`config.mk`:
```
export PLATFORM = sky130hd
export DESIGN_NAME = glyph_overlay
export DESIGN_NICKNAME = d
export VERILOG_FILES = /design/src/rtl/glyph_pkg.sv /design/src/rtl/glyph_locator.sv /design/src/rtl/glyph_align.sv /design/src/rtl/glyph_pixel_mux.sv /design/src/rtl/glyph_overlay.sv
export SDC_FILE = /design/constraint.sdc
export NUM_CORES = 1
export LEC_CHECK = 0
export ABC_AREA = 0
export CAP_MARGIN = 30
export CORE_MARGIN = 4
export CORE_UTILIZATION = 39
export CTS_CLUSTER_SIZE = 14
export DETAILED_ROUTE_END_ITERATION = 8
export GPL_TIMING_DRIVEN = 0
export PLACE_DENSITY = 0.89
export SLEW_MARGIN = 15
export SYNTH_ARGS = -nofsm -noshare
export SYNTH_HDL_FRONTEND = slang
export SYNTH_SLANG_ARGS = --single-unit
```
`constraint.sdc`:
```
create_clock -name clk -period 6.7 [get_ports clk]
set_input_delay 1.34 -clock clk [delete_from_list [all_inputs] [get_ports clk]]
set_output_delay 1.34 -clock clk [all_outputs]
set_load 0.02 [all_outputs]
```
`src/rtl/glyph_pkg.sv`:
```
package glyph_pkg;
  localparam int COORD_W = 13;
  localparam int GLYPH_W = 16;
  localparam int IDX_W   = $clog2(GLYPH_W);
  localparam int CODE_W  = 7;
  localparam int COLOR_W = 24;
  localparam int ADDR_W  = CODE_W + IDX_W;

  // Difference between position and origin, one bit wider so negatives are large.
  function automatic logic [COORD_W:0] span_offset(input logic [COORD_W-1:0] pos,
                                                   input logic [COORD_W-1:0] org);
    return {1'b0, pos} - {1'b0, org};
  endfunction

  function automatic logic within_glyph(input logic [COORD_W:0] d);
    return d < (COORD_W+1)'(GLYPH_W);
  endfunction

  function automatic logic [ADDR_W-1:0] make_addr(input logic [CODE_W-1:0] code,
                                                  input logic [IDX_W-1:0] row);
    return {code, row};
  endfunction

  // Column 0 is the most significant bit of the row word.
  function automatic logic pick_bit(input logic [GLYPH_W-1:0] word,
                                    input logic [IDX_W-1:0] col);
    logic [IDX_W-1:0] flip;
    flip = IDX_W'(GLYPH_W - 1) - col;
    return word[flip];
  endfunction
endpackage

```
`src/rtl/glyph_locator.sv`:
```
module glyph_locator
  import glyph_pkg::*;
(
  input  logic [COORD_W-1:0] h_count,
  input  logic [COORD_W-1:0] v_count,
  input  logic [COORD_W-1:0] org_x,
  input  logic [COORD_W-1:0] org_y,
  input  logic [CODE_W-1:0]  char_code,
  output logic [IDX_W-1:0]   col_idx,
  output logic               in_box,
  output logic [ADDR_W-1:0]  glyph_addr
);
  logic [COORD_W:0] dx, dy;

  always_comb begin
    dx         = span_offset(h_count, org_x);
    dy         = span_offset(v_count, org_y);
    in_box     = within_glyph(dx) && within_glyph(dy);
    col_idx    = dx[IDX_W-1:0];
    glyph_addr = make_addr(char_code, dy[IDX_W-1:0]);
  end
endmodule

```
`src/rtl/glyph_align.sv`:
```
module glyph_align
  import glyph_pkg::*;
(
  input  logic             clk,
  input  logic             rst,
  input  logic [IDX_W-1:0] col_idx,
  input  logic             in_box,
  output logic [IDX_W-1:0] col_q,
  output logic             in_box_q
);
  // Matches the one-cycle read latency of the glyph memory.
  always_ff @(posedge clk) begin
    if (rst) begin
      col_q    <= '0;
      in_box_q <= 1'b0;
    end else begin
      col_q    <= col_idx;
      in_box_q <= in_box;
    end
  end
endmodule

```
`src/rtl/glyph_pixel_mux.sv`:
```
module glyph_pixel_mux
  import glyph_pkg::*;
(
  input  logic               clk,
  input  logic               rst,
  input  logic [GLYPH_W-1:0] glyph_row,
  input  logic [IDX_W-1:0]   col_q,
  input  logic               in_box_q,
  input  logic [COLOR_W-1:0] fg_color,
  input  logic [COLOR_W-1:0] bg_color,
  output logic               dot_on,
  output logic [COLOR_W-1:0] pix_color
);
  always_comb begin
    dot_on    = in_box_q && pick_bit(glyph_row, col_q);
    pix_color = dot_on ? fg_color : bg_color;
  end

  // no glyph dot is shown for a pixel outside the box
  p_outside_bg_r6: assert property (@(posedge clk) disable iff (rst)
    !in_box_q |-> pix_color == bg_color);

  // only one of the two colour inputs can reach the output
  p_output_choice_r5: assert property (@(posedge clk) disable iff (rst)
    (pix_color == fg_color) || (pix_color == bg_color));
endmodule

```
`src/rtl/glyph_overlay.sv`:
```
module glyph_overlay
  import glyph_pkg::*;
(
  input  logic               clk,
  input  logic               rst,
  input  logic [12:0]        h_count,
  input  logic [12:0]        v_count,
  input  logic [12:0]        org_x,
  input  logic [12:0]        org_y,
  input  logic [6:0]         char_code,
  input  logic [23:0]        fg_color,
  input  logic [23:0]        bg_color,
  output logic [10:0]        glyph_addr,
  input  logic [15:0]        glyph_row,
  output logic [23:0]        pix_color
);
  logic [IDX_W-1:0] col_idx, col_q;
  logic             in_box, in_box_q, dot_on;

  glyph_locator u_loc (
    .h_count(h_count), .v_count(v_count), .org_x(org_x), .org_y(org_y),
    .char_code(char_code), .col_idx(col_idx), .in_box(in_box),
    .glyph_addr(glyph_addr)
  );

  glyph_align u_align (
    .clk(clk), .rst(rst), .col_idx(col_idx), .in_box(in_box),
    .col_q(col_q), .in_box_q(in_box_q)
  );

  glyph_pixel_mux u_mux (
    .clk(clk), .rst(rst), .glyph_row(glyph_row), .col_q(col_q),
    .in_box_q(in_box_q), .fg_color(fg_color), .bg_color(bg_color),
    .dot_on(dot_on), .pix_color(pix_color)
  );

  // the box flag never rises for a counter below its origin
  p_inbox_bounds_r2: assert property (@(posedge clk) disable iff (rst)
    in_box |-> (h_count >= org_x) && (v_count >= org_y));

  // a dot shown now needs an in-box pixel one cycle earlier
  p_dot_needs_box_r3: assert property (@(posedge clk) disable iff (rst)
    dot_on |-> $past(in_box));

  // the cycle after reset is sampled shows background
  p_reset_bg_r7: assert property (@(posedge clk)
    rst |=> pix_color == bg_color);
endmodule

```
* Word-level counts from Yosys, hierarchy flattened *
Index checks and enable logic that the tools add are counted.

storage, ports and cells
  bits in registers = 5

operators by class
  $lt $le $gt $ge = 3
  reductions and logical operators = 2
  muxes and demuxes = 3
  $add $sub $neg = 3

operators by type and width
  operator                                             number
  < comparator 14 x 5 -> 1 bit, second input constant  2
  subtractor 13 x 13 -> 14 bit                         2
  2-to-1 mux 24 bit                                    1
  < comparator 4 x 5 -> 1 bit, second input constant   1
  binary-select mux 1 bit (select 4 bit)               1
  subtractor 4 bit, first input constant               1
  logical AND 1 bit                                    2
  2-to-1 mux 1 bit                                     1

* Depth between registers and ports, before layout *
  depth in word-level cells = 5
  depth in mapped cells = 11

* By module *
A second synthesis with hierarchy kept.

second synthesis, totals
  cells, all modules = 269
  area total of the unflattened synthesis = 2098.3 µm²

by module, submodules not included
  module           area an instance (µm²)  times used  cells each
  glyph_locator    1491.4                  1           217
  glyph_pixel_mux  475.5                   1           42
  glyph_align      131.4                   1           10

* Worst setup path before layout *
Ideal clock, no wire load.

  path type = input-to-output
  start = in glyph_row[2]
  end = out pix_color[10]
  slack = 2.433 ns
  arrival = 2.927 ns
  required time = 5.360 ns
  stages = 5
  cell sequence = mux4_1 mux4_2 nand2_4 buf_12 mux2_4

on the way
  word-level cells in the longest chain between the ends = 4

RTL lines
  what                                    RTL line               text
  from (decl)                             glyph_overlay.sv:14    input logic [15:0] glyph_row,
  binary-select mux 1 bit (select 4 bit)  glyph_pkg.sv:29        return word[flip];
  2-to-1 mux 1 bit (implied by the code)  glyph_pkg.sv:29
  logical AND 1 bit                       glyph_pixel_mux.sv:15  dot_on = in_box_q && pick_bit(glyph_row, col_q);
  2-to-1 mux 24 bit                       glyph_pixel_mux.sv:16  pix_color = dot_on ? fg_color : bg_color;
  to (decl)                               glyph_overlay.sv:15    output logic [23:0] pix_color

Every way passes these cells. The select of a mux whose other input is x is not followed.

* Final worst setup path *
  start = in glyph_row[14]
  end = out pix_color[16]

Same word-level chain as after synthesis.

==> PnR_summary.wiki <==
{| class="wikitable"
! Metric !! Value
|-
| Run status || finished, final reports clean
|-
| Vias in the first global route || approximately 2700
|-
| Inserted Clock Buffers || 3
|-
| Detailed route wirelength on metal3 || 721 um
|-
| Top routing layer used || met4
|-
| Area of the mapped netlist || roughly 0.0023 mm2
|-
| Total wire length || roughly 9000 um
|-
| Number of max-capacitance violations reported || 0
|-
| Min cycle time layout || 5.28 ns
|-
| Design Power || between 0.3 and 0.4 mW
|-
| Max Freq || 189 MHz
|-
| HP Class || input port to flop
|-
| Leading cell types in the layout, fill and taps excluded || 152 x clkdlybuf4s50_1, 40 x inv_1, 26 x nor2_1, 26 x ha_1, 20 x mux2_4
|-
| Most common flop cell mapped by yosys || dfxtp_1
|-
| 1st-iter DRT viols || about 190
|-
| Initial cell density of the core || about two fifths
|-
| IO Pins || 160
|-
| Die H || ~84 um
|-
| Residual overflow from global routing || 0
|-
| Number of distinct library cell variants in the gate-level netlist after synthesis || between 50 and 60
|-
| Share of synthesized flip-flops with an asynchronous set or reset || 0%
|-
| Maximum clock insertion buffer count || 2
|-
| Total of flip-flops plus latches after synthesis || 5
|-
| Synthesized area divided by synthesized cell count || between 7 and 8 um2
|-
| Largest stage delay, worst path || about 0.59 ns
|-
| Post-DRT Antenna Nets || 0
|-
| Mean routed wirelength per cell || 17.0 um
|-
| Post-DP HPWL || 7560 um
|-
| Floorplan row count || 27
|-
| Die Span X || between 80 and 90 um
|-
| Die area || ~0.0071 mm2
|-
| Sink count of the clock tree || 5
|-
| Routed length on met1 || approximately 3300 um
|-
| Wire length of the first global-routing pass || ~13000 um
|-
| Sequential cell area fraction in the yosys report || around 4.4%
|-
| Post-cts resize count || 0
|-
| Number of enable flip-flop cells after synthesis || 0
|-
| CP max FO || 10
|-
| Clock Root Buffer || clkbuf_8
|-
| Fraction of layout cells with a size suffix above 1 || 9.91%
|-
| Final RePlAce weighted congestion || around 0.95
|-
| Maximum number of pins on one net before global-route repair || 11
|-
| Kind of start point of the critical path || input port
|-
| Count of buffering cells on the critical path with inverters included || 3
|-
| Setup repair after global routing missed its margin || false
|-
| Layout Nets || approximately 600
|-
| CP endpoint kind || output port
|-
| Final number of hold-violating endpoints || 0
|-
| Leakage power of the design || roughly 1.7 nW
|-
| Via/cell ratio || ~5.6
|-
| Critical path class || input port to output port
|-
| Routed length on met2 || around 4700 um
|-
| Maximum ir drop on the vdd rail || ~0.075 mV
|-
| Remaining design rule violation count || 0
|-
| Relative area change from synthesis to final layout || 73.3%
|-
| Post-synthesis net count || 441
|-
| Cts hold-fix bufs || 0
|-
| Critical-path top delay cell || clkdlybuf4s50_1
|-
| Number of antenna diodes || 0
|-
| Transition at the pin with the smallest max-transition slack || approximately 0.55 ns
|-
| TritonCTS clock tree || built
|-
| Power density over the cells || a little under 100 mW/mm2
|-
| Most Frequent Cell on Critical Path || clkdlybuf4s50_1
|-
| Cell breakdown of the critical path || clkdlybuf4s50_1 > mux4_1 > mux4_2 > nand2_4 > buf_12 > mux2_4 > clkdlybuf4s50_1
|-
| Crit path max-delay family || multiplexers
|-
| Warnings, synthesis || 0
|-
| Number of placed instances, taps included || 512
|-
| Clock Pin Slew Worst Setup and Hold Paths || approximately 0.040 ns
|-
| Number of fill cells || ~460
|-
| Reg area || 100 um2
|-
| Arrival @ worst endpoint || between 3 and 4 ns
|-
| Leading cell type in the layout, fill and taps excluded || clkdlybuf4s50_1
|-
| Worst slew margin relative to its limit || approximately 63%
|-
| Maximum level of the CTS H-tree || 1
|-
| Overall Global Routing Usage || a little under a quarter
|-
| Gate Count Post-Synth || approximately 290
|-
| Number of optimization iterations in the first detailed-route pass || 8
|-
| Total setup buffers inserted after CTS || 0
|-
| Final cell count without fillers || 516
|-
| Share of the cycle needed by the critical path after routing || a little under 80%
|-
| Routed via count || 2867
|-
| Post-Route Setup TNS || 0 ns
|-
| Area of the placeable core || 0.00557 mm2
|-
| Number of port buffers || 152
|-
| Max-slew violation total from the final report || 0
|-
| Finish-stage setup viols || 0
|-
| Area of the multi-input gates || approximately 0.0019 mm2
|-
| Worst path required time || about 5.4 ns
|-
| Number of antenna violations at the first check in global routing || 0
|}
==> where the power goes <==
group	internal, mW	switching, mW
clock network	0.0402	0.0184
registers	0.0325	0.00222
logic	0.159	0.130
total	0.232	0.151
==> per-stage QoR <==
stage / area, um2 / setup slack (ns) / util (%) / hold WS, ns
6_report: 3920 / 1.42 / 70.3 / 1.76
5_1_grt: 3920 / 1.37 / 70.3 / 1.81
4_1_cts: 3920 / 1.40 / 70.3 / 1.76
3_5_place_dp: 3870 / 1.41 / 69.5 / 2.00
3_3_place_gp: 3870 / 1.41 / 69.5 / 1.98
2_1_floorplan: 2260 / 2.43 / - / 1.41
==> layout make-up <==
type / instances / share of cell area (%)
Buffer: 15 / 3.03
Clock buffer: 3 / 1.05
Clock inverter: 1 / 0.128
Inverter: 40 / 3.83
Multi-Input combinational cell: 228 / 48.3
Sequential cell: 5 / 2.55
Tap cell: 72 / 2.30
Timing Repair Buffer: 152 / 38.8
==> worst paths after layout <==
path | from | end | slack (ns) | depth (start not counted)
worst max-delay path | glyph_row[14] | pix_color[16] | 1.42 | 7
worst min-delay path | rst | u_align.col_q[1] | 1.76 | 2
==> kinds of logic after synthesis <==
group / share of synthesized area (%)
flops: 4.43
buf+inv: 11.9
mux: 22.3
fa+ha+maj: 16.2
xor+xnor: 0.775
compound gates: 24.7
simple gates: 19.7
==> cells in the mapped netlist (3+ instances only) <==
cell type | count | area [um2]
or3_1 | 4 | 25.0
nor2b_1 | 5 | 31.3
o21ai_0 | 15 | 75.1
a22oi_1 | 4 | 30.0
nor3b_1 | 5 | 37.5
o21a_1 | 5 | 37.5
mux2_2 | 5 | 56.3
nor3_1 | 6 | 30.0
a211oi_1 | 9 | 67.6
clkbuf_1 | 3 | 11.3
nor2_1 | 26 | 97.6
dfxtp_1 | 5 | 100
mux2_4 | 20 | 300
inv_1 | 40 | 150
nand3_1 | 10 | 50.1
o221ai_1 | 3 | 26.3
mux4_1 | 4 | 105
a21oi_1 | 17 | 85.1
buf_2 | 3 | 15.0
nand2b_1 | 6 | 37.5
nand2_1 | 10 | 37.5
ha_1 | 26 | 325
buf_4 | 7 | 52.6
==> per-layer routing <==
metal  GRT usage (%)  up-vias
li1                -     1381
met1            25.4     1313
met2            45.6      161
met3            4.12       12
met4            3.51        0
met5               0        -
==> sequential cells by signal (all words and copies together) (netlist names) <==
signal	cells
u_align.in_box_q	1
u_align.col_q	4
Note: power is estimated with default switching activity, not from simulation.
